[config.mk]
export PLATFORM = sky130hd
export DESIGN_NAME = imul_unit
export DESIGN_NICKNAME = d
export VERILOG_FILES = /design/src/rtl/imul_pkg.sv /design/src/rtl/imul_decode.sv /design/src/rtl/imul_prep.sv /design/src/rtl/imul_iter.sv /design/src/rtl/imul_unit.sv
export SDC_FILE = /design/constraint.sdc
export NUM_CORES = 1
export LEC_CHECK = 0
export BUFFER_PORTS_ARGS = -buffer_cell sky130_fd_sc_hd__clkbuf_2
export CAP_MARGIN = 25
export CORE_UTILIZATION = 55
export CTS_CLUSTER_DIAMETER = 100
export CTS_CLUSTER_SIZE = 30
export DETAILED_ROUTE_END_ITERATION = 8
export PLACE_DENSITY = 0.76
export SYNTH_ARGS = -nofsm -noshare
export SYNTH_HDL_FRONTEND = slang
export SYNTH_SLANG_ARGS = --single-unit
[constraint.sdc]
create_clock -name clk -period 5.3 [get_ports clk]
set_input_delay 0.265 -clock clk [delete_from_list [all_inputs] [get_ports clk]]
set_output_delay 0.265 -clock clk [all_outputs]
set_load 0.01 [all_outputs]
[src/rtl/imul_pkg.sv]
package imul_pkg;
  typedef enum logic [2:0] {
    MF_LOW  = 3'd0,
    MF_HSS  = 3'd1,
    MF_HSU  = 3'd2,
    MF_HUU  = 3'd3,
    MF_WORD = 3'd4,
    MF_BAD  = 3'd5
  } mform_e;

  typedef enum logic [1:0] {
    ST_IDLE = 2'd0,
    ST_RUN  = 2'd1,
    ST_HOLD = 2'd2
  } mstate_e;
endpackage

[src/rtl/imul_decode.sv]
module imul_decode
  import imul_pkg::*;
(
  input  logic [2:0] funct3_i,
  input  logic       word_i,
  output mform_e     form_o
);
  always_comb begin
    form_o = MF_BAD;
    if (word_i) begin
      if (funct3_i == 3'b000) form_o = MF_WORD;
    end else begin
      case (funct3_i)
        3'b000:  form_o = MF_LOW;
        3'b001:  form_o = MF_HSS;
        3'b010:  form_o = MF_HSU;
        3'b011:  form_o = MF_HUU;
        default: form_o = MF_BAD;
      endcase
    end
  end
endmodule

[src/rtl/imul_prep.sv]
module imul_prep
  import imul_pkg::*;
#(
  parameter int XLEN = 64,
  parameter int CW   = $clog2(XLEN + 1)
) (
  input  logic [XLEN-1:0] a_i,
  input  logic [XLEN-1:0] b_i,
  input  mform_e          form_i,
  output logic [XLEN-1:0] mcand_o,
  output logic [XLEN-1:0] mplier_o,
  output logic [CW-1:0]   steps_o,
  output logic            neg_o
);
  localparam int HALF = XLEN / 2;

  logic sa, sb, na, nb;

  always_comb begin
    sa = (form_i == MF_HSS) || (form_i == MF_HSU);
    sb = (form_i == MF_HSS);
    na = sa && a_i[XLEN-1];
    nb = sb && b_i[XLEN-1];
    neg_o    = na ^ nb;
    mcand_o  = na ? (~a_i + 1'b1) : a_i;
    mplier_o = nb ? (~b_i + 1'b1) : b_i;
    steps_o  = CW'(XLEN);
    if (form_i == MF_WORD) begin
      mcand_o  = {{(XLEN-HALF){1'b0}}, a_i[HALF-1:0]};
      mplier_o = {{(XLEN-HALF){1'b0}}, b_i[HALF-1:0]};
      steps_o  = CW'(HALF);
    end else if (form_i == MF_BAD) begin
      mcand_o  = '0;
      mplier_o = '0;
      steps_o  = '0;
    end
  end
endmodule

[src/rtl/imul_iter.sv]
module imul_iter #(
  parameter int XLEN = 64,
  parameter int CW   = $clog2(XLEN + 1)
) (
  input  logic              clk,
  input  logic              rst_n,
  input  logic              load_i,
  input  logic [XLEN-1:0]   mcand_i,
  input  logic [XLEN-1:0]   mplier_i,
  input  logic [CW-1:0]     steps_i,
  output logic [2*XLEN-1:0] prod_o,
  output logic              last_o
);
  logic [XLEN-1:0] hi_q, lo_q, mc_q;
  logic [CW-1:0]   cnt_q;
  logic [XLEN:0]   sum;

  always_comb begin
    sum = {1'b0, hi_q} + (lo_q[0] ? {1'b0, mc_q} : '0);
  end

  always_ff @(posedge clk or negedge rst_n) begin
    if (!rst_n) begin
      hi_q  <= '0;
      lo_q  <= '0;
      mc_q  <= '0;
      cnt_q <= '0;
    end else if (load_i) begin
      hi_q  <= '0;
      lo_q  <= mplier_i;
      mc_q  <= mcand_i;
      cnt_q <= steps_i;
    end else if (cnt_q != '0) begin
      hi_q  <= sum[XLEN:1];
      lo_q  <= {sum[0], lo_q[XLEN-1:1]};
      cnt_q <= cnt_q - 1'b1;
    end
  end

  assign prod_o = {hi_q, lo_q};
  assign last_o = (cnt_q == CW'(1));


  step_count_chk: assert property (@(posedge clk) disable iff (!rst_n)
    (cnt_q != '0 && !load_i) |=> (cnt_q == $past(cnt_q) - 1'b1));


  load_when_idle_chk: assert property (@(posedge clk) disable iff (!rst_n)
    load_i |-> (cnt_q == '0));
endmodule

[src/rtl/imul_unit.sv]
module imul_unit
  import imul_pkg::*;
#(
  parameter int XLEN = 64
) (
  input  logic            clk,
  input  logic            rst_n,
  input  logic            in_valid,
  output logic            in_ready,
  input  logic [XLEN-1:0] in_a,
  input  logic [XLEN-1:0] in_b,
  input  logic [2:0]      in_funct3,
  input  logic            in_word,
  output logic            out_valid,
  input  logic            out_ready,
  output logic [XLEN-1:0] out_result,
  output logic            out_illegal
);
  localparam int CW   = $clog2(XLEN + 1);
  localparam int HALF = XLEN / 2;

  mform_e            dec_form, form_q;
  mstate_e           state_q;
  logic [XLEN-1:0]   mcand, mplier;
  logic [CW-1:0]     steps;
  logic              neg, neg_q, last, take;
  logic [2*XLEN-1:0] prod, sprod;

  imul_decode u_dec (
    .funct3_i(in_funct3), .word_i(in_word), .form_o(dec_form)
  );

  imul_prep #(.XLEN(XLEN), .CW(CW)) u_prep (
    .a_i(in_a), .b_i(in_b), .form_i(dec_form),
    .mcand_o(mcand), .mplier_o(mplier), .steps_o(steps), .neg_o(neg)
  );

  assign in_ready = (state_q == ST_IDLE);
  assign take     = in_valid && in_ready;

  imul_iter #(.XLEN(XLEN), .CW(CW)) u_iter (
    .clk(clk), .rst_n(rst_n), .load_i(take && dec_form != MF_BAD),
    .mcand_i(mcand), .mplier_i(mplier), .steps_i(steps),
    .prod_o(prod), .last_o(last)
  );

  always_ff @(posedge clk or negedge rst_n) begin
    if (!rst_n) begin
      state_q <= ST_IDLE;
      form_q  <= MF_BAD;
      neg_q   <= 1'b0;
    end else begin
      case (state_q)
        ST_IDLE: if (in_valid) begin
          form_q  <= dec_form;
          neg_q   <= neg;
          state_q <= (dec_form == MF_BAD) ? ST_HOLD : ST_RUN;
        end
        ST_RUN:  if (last) state_q <= ST_HOLD;
        ST_HOLD: if (out_ready) state_q <= ST_IDLE;
        default: state_q <= ST_IDLE;
      endcase
    end
  end

  always_comb begin
    sprod = neg_q ? (~prod + 1'b1) : prod;
    case (form_q)
      MF_LOW:  out_result = sprod[XLEN-1:0];
      MF_HSS, MF_HSU, MF_HUU: out_result = sprod[2*XLEN-1:XLEN];
      MF_WORD: out_result = {{(XLEN-HALF){prod[XLEN-1]}}, prod[XLEN-1:HALF]};
      default: out_result = '0;
    endcase
  end

  assign out_valid   = (state_q == ST_HOLD);
  assign out_illegal = (form_q == MF_BAD);


  out_hold_chk: assert property (@(posedge clk) disable iff (!rst_n)
    (out_valid && !out_ready) |=> (out_valid && $stable(out_result) && $stable(out_illegal)));


  ready_excl_chk: assert property (@(posedge clk) disable iff (!rst_n)
    !(in_ready && out_valid));


  illegal_zero_chk: assert property (@(posedge clk) disable iff (!rst_n)
    (out_valid && out_illegal) |-> (out_result == '0));


  word_sext_chk: assert property (@(posedge clk) disable iff (!rst_n)
    (out_valid && form_q == MF_WORD) |->
      (out_result[XLEN-1:HALF-1] == '0 || out_result[XLEN-1:HALF-1] == '1));


  release_chk: assert property (@(posedge clk) disable iff (!rst_n)
    (out_valid && out_ready) |=> (in_ready && !out_valid));
endmodule

Yosys cells after proc, flatten, opt, wreduce, memory -nomap -nowiden. Index checks and enable logic that the tools add are counted.

Reductions and logical operators: 13. Bitwise operators: 4. Equality and inequality tests: 19. Mux-type cells: 25. Add/sub/neg operators: 5.

Operator list (count): $mux 64 (11); $pmux 64 s3 (1); $add 128x1->128 const B (1); $add 64x1->64 const B (2); $mux 128 (1); $not 128->128 (1); $not 64->64 (2); $add 64x65->65 (1); $mux 7 (4); $eq 3x2->1 const B (5); $eq 3x3->1 const B (4); $pmux 3 s4 (1); $eq 3x1->1 const B (3); $mux 2 (4); $eq 7x1->1 const B (1); $reduce_bool 7->1 (1); $sub 7x1->7 const B (1); $logic_not 3->1 (2); $pmux 2 s3 (1); $logic_and 1x1->1 (4); $ne 2x2->1 const B (2); $mux 3 (1); $ne 3x3->1 const B (1); $reduce_and 3->1 (1); other kinds (10) (10).

Input port bits: 136. Flip-flop bits (word level): 205. Logic and storage cells: 73. Output and inout bits: 67.

Longest topological paths before layout.
Depth after elaboration: 9. Depth in mapped cells: 15. Depth with buffers taken out: 13.

Cells and area by module. A second synthesis with hierarchy kept.

Cells, all modules: 2860. Area total of the unflattened synthesis: 21747.1 um^2.

Modules (own cells, without submodules): imul_iter (sequential area each 4979.8 um^2, cells an instance 1327, instances 1, area an instance 12266.8 um^2); imul_unit (sequential area each 152.6 um^2, cells an instance 838, instances 1, area an instance 5241.3 um^2); imul_prep (sequential area each 0.0 um^2, cells an instance 692, instances 1, area an instance 4216.5 um^2); imul_decode (sequential area each 0.0 um^2, cells an instance 3, instances 1, area an instance 22.5 um^2).

Least setup slack after synthesis. Ideal clock, no wire load.

Path type: reg-to-output. From: reg u_iter.lo_q[0]. To: out out_result[44]. Setup slack: 1.445 ns. Stages on the path, launching flop included: 13. Required time: 5.035 ns. Path buffers: 2. Arrival: 3.590 ns. Cells stage by stage: dfrtp_1 clkbuf_1 inv_1 ha_1 or4b_2 nor4_1 nand3_1 or3_1 clkbuf_1 or3_1 or4_1 nand3_1 o21ai_0.

Word-level cells in the longest chain between the ends: 4.

Ends and longest elaborated chain: from (decl) (RTL line imul_iter.sv:14) `logic [XLEN-1:0] hi_q, lo_q, mc_q;`; from (signal assigned) (RTL line imul_iter.sv:30) `lo_q <= mplier_i;`; from (signal assigned) (RTL line imul_iter.sv:35) `lo_q <= {sum[0], lo_q[XLEN-1:1]};`; $not 128->128 (RTL line imul_unit.sv:67) `sprod = neg_q ? (~prod + 1'b1) : prod;`; $add 128x1->128 (RTL line imul_unit.sv:67); $mux 128 (RTL line imul_unit.sv:67); $pmux 64 s3 (RTL line imul_unit.sv:68) `case (form_q)`; to (decl) (RTL line imul_unit.sv:16) `output logic [XLEN-1:0] out_result,`.

No other way between the ends.

Worst setup path in the final report.
From: reg u_iter.lo_q[17]. To: out out_result[59].

Same word-level chain as after synthesis.

==> reports/summary.txt <==
Final non-filler cell total = 3138
Worst Clk Skew = 0.01971 ns
Element type at the critical path end = output pin
Buffering stage count on the worst path with inverters included = 2
Initial standard-cell utilization of the core = 0.5642
Maximum number of pins on one net before global-route repair = 111
Clock tree from TritonCTS = built
Final Max Tran Viols = 0
Summed instance area of the synthesized netlist = 19060 µm²
Critical-path cell list = or4_1 -> nor3b_1 -> and3_1 -> nand4_1 -> buf_4 -> or2_2 -> or3_1 -> o31ai_1 -> xor2_1 -> o221ai_1 -> clkbuf_2
Largest cells by area after synthesis = dfrtp_1 (27%), o21ai_0 (8.8%), nand2_1 (8.1%), xor2_1 (7.6%), xnor2_1 (6.1%)
Maximum clock path buffer count = 3
Worst Hold Path Cells = 3
Site row count = 67
GRT Max-Usage Layer = met2
Biggest area consumer among synthesized cells = dfrtp_1
Input/output buffers = 202
Register bit total from synthesis = 205
Classification of the worst setup path = reg2out
Critical Path AT = 4.84 ns
Fill count = 3133
Final number of setup-violating endpoints = 0
Total number of clock tree sinks = 205
Clk slew on worst S/H paths = 0.11 ns
Number of antenna violations at the first check in global routing = 1
Buffer count from post-CTS setup fixing = 0
Synth Net Count = 2791
Aggregate global routing overflow = 0
Top_reg_cell synth = dfrtp_1
Core Util, Final = 0.6179
Count of warnings emitted by yosys = 0
Half-perimeter wire length after placement = 53950 µm
Die boundary width = 188.2 µm
Count leader, synth = nand2_1
Ranking of synthesized cells by instance count = nand2_1 (413), o21ai_0 (335), dfrtp_1 (203)
Wire length per cell = 22.41 µm
Vertical die dimension = 188.2 µm
Total placed cells including tap cells = 3115
Post-route DRC violation count = 0
EDFF count, synth = 0
Vias in the first global route = 18.74k
Worst-path fanout max = 11
Cell with the largest stage delay on the worst path = or4_1
Wire length of the first global-routing pass = 108200 µm
Largest stage delay, worst path = 0.59 ns
Area of the core region = 33780 µm²
Area share of the largest cell type after synthesis = 0.2665
Library cell used as clock root buffer = clkbuf_16
Share of cells above drive strength 1 = 0.1104
Outcome = complete, no violations
Layout-stage area growth over the synthesis result = 9.532%
Pwr/cell area = 614.7 nW/µm²
Total routing usage reported by global routing = 0.3881
Share of the clock period used by the worst path after layout = 0.9637
Total CTS buffers = 12
Final sum of negative setup slack = 0 ns
Unrepaired setup endpoints after global routing = false
Sequential fraction of the synthesis area = 0.2693
Data required time of the critical path = 5.04 ns
GR met1 Demand/Resource = 0.5683
Final Hold Slack = 0.03217 ns
Path class of the lowest-slack min-delay path = in2reg
Length in cells of the worst reg-to-reg path = 15
Worst Max-Slew Pin Slew = 1.075 ns
Worst supply voltage drop on vdd = 375.8 µV
Max-capacitance violation count = 0
Floorplan die area = 35400 µm²
Startpoint kind of the worst setup timing path = register
Per-instance average area after synthesis = 7.373 µm²
Cell variety after synth = 66
Number of antenna-violating nets in the routed design = 0
Top-Level Pins = 203
Total number of vias = 20.72k
Clk Latency, worst-skew pair = 0.51 ns
Ys async rst share = 1.000
Remaining max-slew budget at the tightest pin = 0.2768
Detailed-router iteration count before antenna repair = 6
Crit-path leading delay family = simple AND/OR/NAND/NOR gates
Critical path depth = 11
Number of H-tree levels = 1
Met2 track demand over resource in global routing = 0.5877
Number of hold violations in the final report = 0
Final Total Pwr = 12.83 mW
Ratio of routed vias to standard cells = 6.601
Met3 Resource Use GR = 0.06064
Final Routed Wirelength = 70320 µm
# nets final = 2890
Cell count after synthesis = 2585
Reported leakage power = 8.692 nW
Final Wtd Congestion = 1.077
Number of DRC violations after detailed-routing iteration 0 = 2444
Final period demand of the worst path = 5.108 ns
Achievable clock frequency = 195.8 MHz
-- cells by family (layout without fill, tap and decap cells) --
kind of cell | after synthesis | count (layout) | synth area share
simple gates | 990 | 990 | 0.2467
compound gates | 827 | 827 | 0.2599
xor+xnor | 298 | 298 | 0.1369
flops | 205 | 205 | 0.2693
buf+inv | 188 | 292 | 0.03709
fa+ha+maj | 70 | 70 | 0.04635
mux | 7 | 7 | 0.003742
other cells | 0 | 1 | 0
-- power by group --
group	internal [mW]	switching, mW	total [mW]
clock network	0.482	0.637	1.12
logic	3.13	4.89	8.02
registers	2.37	1.33	3.69
total	5.98	6.86	12.8
-- path summary, 6_finish.rpt --
check / start / end / slack (ns)
max in group asynchronous: rst_n / neg_q / 3.78
min in group asynchronous: rst_n / u_iter.lo_q[8] / 0.36
worst max register to register: u_iter.lo_q[0] / u_iter.hi_q[57] / 0.72
worst min-delay path: in_funct3[1] / form_q[1] / 0.03
worst min register to register: u_iter.mc_q[9] / u_iter.mc_q[9] / 0.48
worst max-delay path: u_iter.lo_q[17] / out_result[59] / 0.19
-- per-layer routing --
metal / up-vias / routed length (µm)
li1: 9515 / -
met1: 9968 / 30890
met2: 1098 / 30660
met3: 134 / 6606
met4: 0 / 2152
met5: - / 0
-- state kept, by name, summed over array words and instances (netlist names) --
name and count:
u_iter.hi_q 64, u_iter.lo_q 64, u_iter.mc_q 64, u_iter.cnt_q 7, form_q 3, state_q 2, neg_q 1
-- metrics by stage --
stage | cell area (µm²) | setup slack, ns
2_1_floorplan | 19060 | 1.445
3_3_place_gp | 20410 | 0.9911
3_5_place_dp | 20410 | 0.8458
4_1_cts | 20840 | 0.2857
5_1_grt | 20870 | 0.07523
6_report | 20880 | 0.1924
-- final cells by class --
cell class                      instances  area, µm²  share of cell area
Multi-Input combinational cell       2192      13260              0.6352
Sequential cell                       205       5136              0.2460
Timing Repair Buffer                  245       1405             0.06731
Tap cell                              448      560.5             0.02685
Clock buffer                           14      329.1             0.01576
Inverter                               28      105.1            0.005034
Clock inverter                          5      77.57            0.003716
Antenna cell                            1      2.502           0.0001199
-- timing repair --
item                                    CTS  global route
hold buffers                              2             0
hold endpoints to repair                 96             0
resized for setup                         0             1
endpoints found under the setup margin    0             1
-- worst register-to-register path: cells and delay by family (launching register included) --
kind	cells	cell delay, ns
AO/OA/AOI/OAI	8	1.94
AND/OR/NAND/NOR	2	0.87
adder cells (fa/ha/maj)	2	0.60
flip-flops	1	0.48
buffers and inverters	2	0.38
XOR/XNOR	1	0.15
-- cells in the final DEF, fill, tap and decap left out, drive strengths merged, types with 31 or more instances in the layout --
cell	count
buf	41
clkbuf	216
o41ai	35
and2	73
o21ai	335
o31ai	58
nor2	173
or4	36
a21o	31
ha	69
dfrtp	203
xor2	166
nor3	64
nand2	413
nor4	43
a21oi	202
or3	41
nand3	46
a31oi	31
xnor2	132
(Power assumes the default switching activity.)
